### config.mk
export PLATFORM = sky130hd
export DESIGN_NAME = interrupt_combiner
export DESIGN_NICKNAME = d
export VERILOG_FILES = /design/src/rtl/cmb_pkg.sv /design/src/rtl/cmb_enable_bank.sv /design/src/rtl/cmb_group_or.sv /design/src/rtl/cmb_regport.sv /design/src/rtl/interrupt_combiner.sv
export SDC_FILE = /design/constraint.sdc
export NUM_CORES = 1
export LEC_CHECK = 0
export CORE_MARGIN = 2
export CORE_UTILIZATION = 61
export CTS_BUF_LIST = sky130_fd_sc_hd__clkbuf_2 sky130_fd_sc_hd__clkbuf_4 sky130_fd_sc_hd__clkbuf_8
export DETAILED_ROUTE_END_ITERATION = 8
export DONT_BUFFER_PORTS = 1
export GPL_TIMING_DRIVEN = 0
export HOLD_SLACK_MARGIN = 0.12
export PLACE_DENSITY = 0.78
export SLEW_MARGIN = 10
export SYNTH_ARGS = -nofsm -noshare
export SYNTH_HDL_FRONTEND = slang
export SYNTH_SLANG_ARGS = --single-unit
### constraint.sdc
create_clock -name clk -period 3.7 [get_ports clk]
set_clock_uncertainty 0.1 [all_clocks]
set_input_delay 0.74 -clock clk [delete_from_list [all_inputs] [get_ports clk]]
set_output_delay 0.74 -clock clk [all_outputs]
set_load 0.02 [all_outputs]
### src/rtl/cmb_pkg.sv
package cmb_pkg;
    localparam int GROUP_W         = 8;
    localparam int GROUPS_PER_BANK = 4;
    localparam int BANK_W          = GROUP_W * GROUPS_PER_BANK;

    // word select taken from address bits [3:2]
    typedef enum logic [1:0] {
        REG_SET  = 2'd0,
        REG_CLR  = 2'd1,
        REG_HOLE = 2'd2,
        REG_STAT = 2'd3
    } reg_word_e;

    typedef enum logic {
        PORT_IDLE = 1'b0,
        PORT_RESP = 1'b1
    } port_state_e;

    // lanes of a bank that belong to groups that actually exist
    function automatic logic [BANK_W-1:0] lane_mask(input int bank, input int n_groups);
        logic [BANK_W-1:0] m;
        m = '0;
        for (int i = 0; i < GROUPS_PER_BANK; i++) begin
            if (bank * GROUPS_PER_BANK + i < n_groups) begin
                m[i*GROUP_W +: GROUP_W] = '1;
            end
        end
        return m;
    endfunction
endpackage

### src/rtl/cmb_enable_bank.sv
module cmb_enable_bank
    import cmb_pkg::*;
#(
    parameter logic [BANK_W-1:0] LANE_MASK = '1
) (
    input  logic              clk,
    input  logic              rst_n,
    input  logic              set_we,
    input  logic              clr_we,
    input  logic [BANK_W-1:0] wr_data,
    input  logic [BANK_W-1:0] pend,
    output logic [BANK_W-1:0] en,
    output logic [BANK_W-1:0] stat
);
    logic [BANK_W-1:0] en_q;

    always_ff @(posedge clk) begin
        if (!rst_n) begin
            en_q <= '0;
        end else if (set_we) begin
            en_q <= (en_q | wr_data) & LANE_MASK;
        end else if (clr_we) begin
            en_q <= en_q & ~wr_data;
        end
    end

    assign en   = en_q;
    assign stat = pend & en_q;
endmodule

### src/rtl/cmb_group_or.sv
module cmb_group_or
    import cmb_pkg::*;
(
    input  logic               clk,
    input  logic               rst_n,
    input  logic [GROUP_W-1:0] gated,
    output logic               req
);
    logic req_q;

    always_ff @(posedge clk) begin
        if (!rst_n) begin
            req_q <= 1'b0;
        end else begin
            req_q <= |gated;
        end
    end

    assign req = req_q;
endmodule

### src/rtl/cmb_regport.sv
module cmb_regport
    import cmb_pkg::*;
#(
    parameter int NUM_BANKS = 5,
    parameter int ADDR_W    = 8
) (
    input  logic                        clk,
    input  logic                        rst_n,
    input  logic                        req_valid,
    input  logic                        req_write,
    input  logic [ADDR_W-1:0]           req_addr,
    input  logic [BANK_W-1:0]           req_wdata,
    input  logic [NUM_BANKS*BANK_W-1:0] en_flat,
    input  logic [NUM_BANKS*BANK_W-1:0] stat_flat,
    output logic [NUM_BANKS-1:0]        set_we,
    output logic [NUM_BANKS-1:0]        clr_we,
    output logic [BANK_W-1:0]           wr_data,
    output logic                        rsp_valid,
    output logic [BANK_W-1:0]           rsp_rdata
);
    localparam int BSEL_W = ADDR_W - 4;

    port_state_e       state_q, state_d;
    reg_word_e         word;
    logic [BSEL_W-1:0] bank_idx;
    logic              aligned;
    logic              rd_fire, wr_fire;
    logic [NUM_BANKS-1:0] bank_sel;
    logic [BANK_W-1:0] rd_next;
    logic [BANK_W-1:0] rdata_q;

    assign word     = reg_word_e'(req_addr[3:2]);
    assign bank_idx = req_addr[ADDR_W-1:4];
    assign aligned  = (req_addr[1:0] == 2'b00);
    assign rd_fire  = req_valid && !req_write;
    assign wr_fire  = req_valid && req_write;

    for (genvar b = 0; b < NUM_BANKS; b++) begin : g_sel
        assign bank_sel[b] = aligned && (int'(bank_idx) == b);
    end

    assign set_we  = (wr_fire && word == REG_SET) ? bank_sel : '0;
    assign clr_we  = (wr_fire && word == REG_CLR) ? bank_sel : '0;
    assign wr_data = req_wdata;

    always_comb begin
        rd_next = '0;
        for (int b = 0; b < NUM_BANKS; b++) begin
            if (bank_sel[b]) begin
                unique case (word)
                    REG_SET, REG_CLR: rd_next = en_flat[b*BANK_W +: BANK_W];
                    REG_STAT:         rd_next = stat_flat[b*BANK_W +: BANK_W];
                    default:          rd_next = '0;
                endcase
            end
        end
    end

    // state register
    always_ff @(posedge clk) begin
        if (!rst_n) begin
            state_q <= PORT_IDLE;
        end else begin
            state_q <= state_d;
        end
    end

    always_comb begin
        state_d = state_q;
        unique case (state_q)
            PORT_IDLE: if (rd_fire)  state_d = PORT_RESP;
            PORT_RESP: if (!rd_fire) state_d = PORT_IDLE;
            default:   state_d = PORT_IDLE;
        endcase
    end

    // outputs
    always_ff @(posedge clk) begin
        if (!rst_n) begin
            rdata_q <= '0;
        end else if (rd_fire) begin
            rdata_q <= rd_next;
        end
    end

    assign rsp_valid = (state_q == PORT_RESP);
    assign rsp_rdata = rdata_q;
endmodule

### src/rtl/interrupt_combiner.sv
module interrupt_combiner
    import cmb_pkg::*;
#(
    parameter int NUM_GROUPS = 20,
    parameter int ADDR_W     = 8
) (
    input  logic                          clk,
    input  logic                          rst_n,
    input  logic                          req_valid,
    input  logic                          req_write,
    input  logic [ADDR_W-1:0]             req_addr,
    input  logic [31:0]                   req_wdata,
    output logic                          rsp_valid,
    output logic [31:0]                   rsp_rdata,
    input  logic [NUM_GROUPS*GROUP_W-1:0] irq_in,
    output logic [NUM_GROUPS-1:0]         grp_irq
);
    localparam int NUM_BANKS = (NUM_GROUPS + GROUPS_PER_BANK - 1) / GROUPS_PER_BANK;
    localparam int NUM_IN    = NUM_GROUPS * GROUP_W;
    localparam int TOT_W     = NUM_BANKS * BANK_W;

    logic [TOT_W-1:0]     pend_pad, pend_q;
    logic [TOT_W-1:0]     en_flat, stat_flat;
    logic [NUM_BANKS-1:0] set_we, clr_we;
    logic [BANK_W-1:0]    wr_data;

    always_comb begin
        pend_pad = '0;
        pend_pad[NUM_IN-1:0] = irq_in;
    end

    always_ff @(posedge clk) begin
        if (!rst_n) begin
            pend_q <= '0;
        end else begin
            pend_q <= pend_pad;
        end
    end

    cmb_regport #(
        .NUM_BANKS(NUM_BANKS),
        .ADDR_W   (ADDR_W)
    ) u_port (
        .clk      (clk),
        .rst_n    (rst_n),
        .req_valid(req_valid),
        .req_write(req_write),
        .req_addr (req_addr),
        .req_wdata(req_wdata),
        .en_flat  (en_flat),
        .stat_flat(stat_flat),
        .set_we   (set_we),
        .clr_we   (clr_we),
        .wr_data  (wr_data),
        .rsp_valid(rsp_valid),
        .rsp_rdata(rsp_rdata)
    );

    for (genvar b = 0; b < NUM_BANKS; b++) begin : g_bank
        cmb_enable_bank #(
            .LANE_MASK(lane_mask(b, NUM_GROUPS))
        ) u_bank (
            .clk    (clk),
            .rst_n  (rst_n),
            .set_we (set_we[b]),
            .clr_we (clr_we[b]),
            .wr_data(wr_data),
            .pend   (pend_q[b*BANK_W +: BANK_W]),
            .en     (en_flat[b*BANK_W +: BANK_W]),
            .stat   (stat_flat[b*BANK_W +: BANK_W])
        );
    end

    for (genvar g = 0; g < NUM_GROUPS; g++) begin : g_grp
        cmb_group_or u_or (
            .clk  (clk),
            .rst_n(rst_n),
            .gated(stat_flat[g*GROUP_W +: GROUP_W]),
            .req  (grp_irq[g])
        );
    end
endmodule

==> results.toml <==
[outcome]
status = "finished clean"

[final_layout]
nFillCells = 1869
area_growth_pct = 11.6
drive_gt1_share_pct = 11.4
nets = 1753

[floorplan]
start_util_pct = 62.3
die_h_um = 159
io_pins = 257
core_area_um2 = 23500
row_count = 56
die_x_um = 159
die-area_um2 = 25300

[clock_network]
worstSkewPairLatency_ps = 600
cts_tree = "built"
postCtsHoldBufs = 0
htreeDepth = 2
post_cts_buffers = 0
clk_pin_slew_ps = 70
cts_buffers = 57
cts_resized = 0
cts_max_path_buffers = 3
cts-root-buf = "clkbuf_8"
cts.sinks = 373

[critical_path]
end_kind = "register"
worstSetupPathType = "input port to register"
r2r-start = "pend_q[84]"
arrival_ps = 3320
r2r_slack_ps = 1960
r2r-end = "u_port.rsp_rdata[20]"
cp.required_ps = 4040
reg2regPathDepth = 4
critPathLaunchType = "input port"
startpoint = "req_addr[4]"
cp_max_fo = 10

[synth]
synth_top_family_by_area = "compound AO/OA/AOI/OAI gates"
seq_area_frac_synth_pct = 50.9
synth_simple_gate_area_share_pct = 12.1
synth_fa_ha_area_share_pct = 0
synth_xor_xnor_area_share_pct = 0
synthDominantCellAreaShare_pct = 50.9
yosysWarnings = 0
ys_ff_latch = 373
synth_edf_count = 0
synth.area.mux_share_pct = 4.75
ys_types = 37
syn_inst = 1490
synth_top_cell_by_area = "dfxtp_1"
syn-num-nets = 1694
synth_compound_area_share_pct = 26.6
ys_top_cells_by_count = "dfxtp_1, and2_1, a21oi_1, a311oi_1, nand2_1"
syn_avg_cell_area_um2 = 9.84
synth_top_cells_by_area = "dfxtp_1, a311oi_1, and2_1"
netlist_area_um2 = 14700
synth-main-ff-cell = "dfxtp_1"
synthArstFlopShare_pct = 0
synthMostInstantiatedCell = "dfxtp_1"

[sta]
max_slew_margin_pct = 26.5
drv_slew = 0
setup_tns_ps = 0
finalSetupViolCount = 0
worstMarginPinSlew_ps = 1100
hold_viol = 0
max_freq_ghz = 0.335
period_share_pct = 80.7
rsz0062_at_grt = "false"
setup_ws_ps = 715
post-route-min-period_ps = 2980

[routing]
wl_um = 49200
detail-route-antenna-nets = 0
drt_iter0_drc = 1776
wl_per_cell_um = 25.6
dr.pass1.iters = 6
vias_per_cell = 6.83
drc = 0
vias = 13109

[min_path]
whs_path_depth = 1
hold_class = "input port to register"
min_to = "pend_q[63]"
hold_start = "irq_in[63]"

[global_routing]
grt_use_total_pct = 37.5
antenna_found_initial = 6
grt_first_pass_wirelength_um = 73200
grt_max_degree = 14
grt.overflow.total = 0
grt_pass1_vias = 12646

[place]
pre_cts_ws_ps = 348
io_buffers = 0
place.detailed.hpwl_um = 35000
place.gp.congestion = 0.997

[power]
power.leakage_nw = 5.21
power_density_nw_per_um2 = 513
peakVddDrop_v = 0.000487

[run]
max-cap-violations = 0
## metal layers
metal  vias to the layer above  track usage [%]  routed length (um)
met3                       248             11.9                6780
li1                       5719                -                   -
met5                         -                0                  26
met1                      6067             47.3               17900
met2                      1071             56.5               21300
met4                         4             22.7                3260
## cell type report
type	instances	area [um^2]	area share, %
Inverter	7	26.3	0.161
Antenna cell	8	20.0	0.122
Sequential cell	373	7470	45.6
Clock inverter	18	199	1.22
Clock buffer	84	1090	6.64
Tap cell	319	399	2.44
Multi-Input combinational cell	934	6370	38.9
Buffer	176	800	4.89
## worst max path at each step
stage	to	cells past startpoint
2_1_floorplan	register	5
3_3_place_gp	register	5
3_5_place_dp	register	5
4_1_cts	register	5
5_1_grt	register	5
6_report	register	5
## critical path, stage by stage
cell and delay [ps]:
clkbuf_1 610, inv_2 320, nor4_4 680, clkbuf_1 730, a311oi_1 220
## cells by family (layout without fill, tap and decap cells)
kind of cell,Yosys count,count (layout)
and+or+nand+nor,325,325
other,0,8
DFF,373,373
buffers and inverters,183,285
AOI/OAI and AO/OA,577,577
muxes,32,32
## power breakdown
part	switching [mW]	internal, mW
registers	0.0720	4.12
clock network	1.63	2.16
logic	0.312	0.110
total	2.01	6.39
## cells in the final DEF, fill, tap and decap left out, types with 3 or more instances in the layout
cell       count
diode_2        8
o221ai_1      30
nor2b_1        5
nand2b_1       5
clkbuf_8      73
mux4_2        30
a21oi_1      156
o32ai_1        3
buf_6          6
buf_2         15
nand4_1        3
a311oi_1     156
inv_1          5
clkbuf_1     130
buf_1          5
nand2_1      133
nor2_1         3
bufinv_16      4
dfxtp_1      373
and2_1       161
o21ai_0      122
a31oi_1        5
clkbuf_4      11
clkinv_2      11
buf_4         20
nor4_4         5
a41oi_1       20
a22oi_1       80
## stage by stage
step	std cells	power, mW	instance area, um^2	hold slack (ps)	util [%]
finish	1919	8.40	16400	163	69.5
CTS	1911	8.38	16300	153	69.4
detailed placement	1809	4.67	15100	374	64.0
global placement	1809	4.66	15100	368	64.0
floorplan	1490	4.50	14700	348	-
global route	1912	8.62	16300	152	69.4
(Power assumes the default switching activity.)
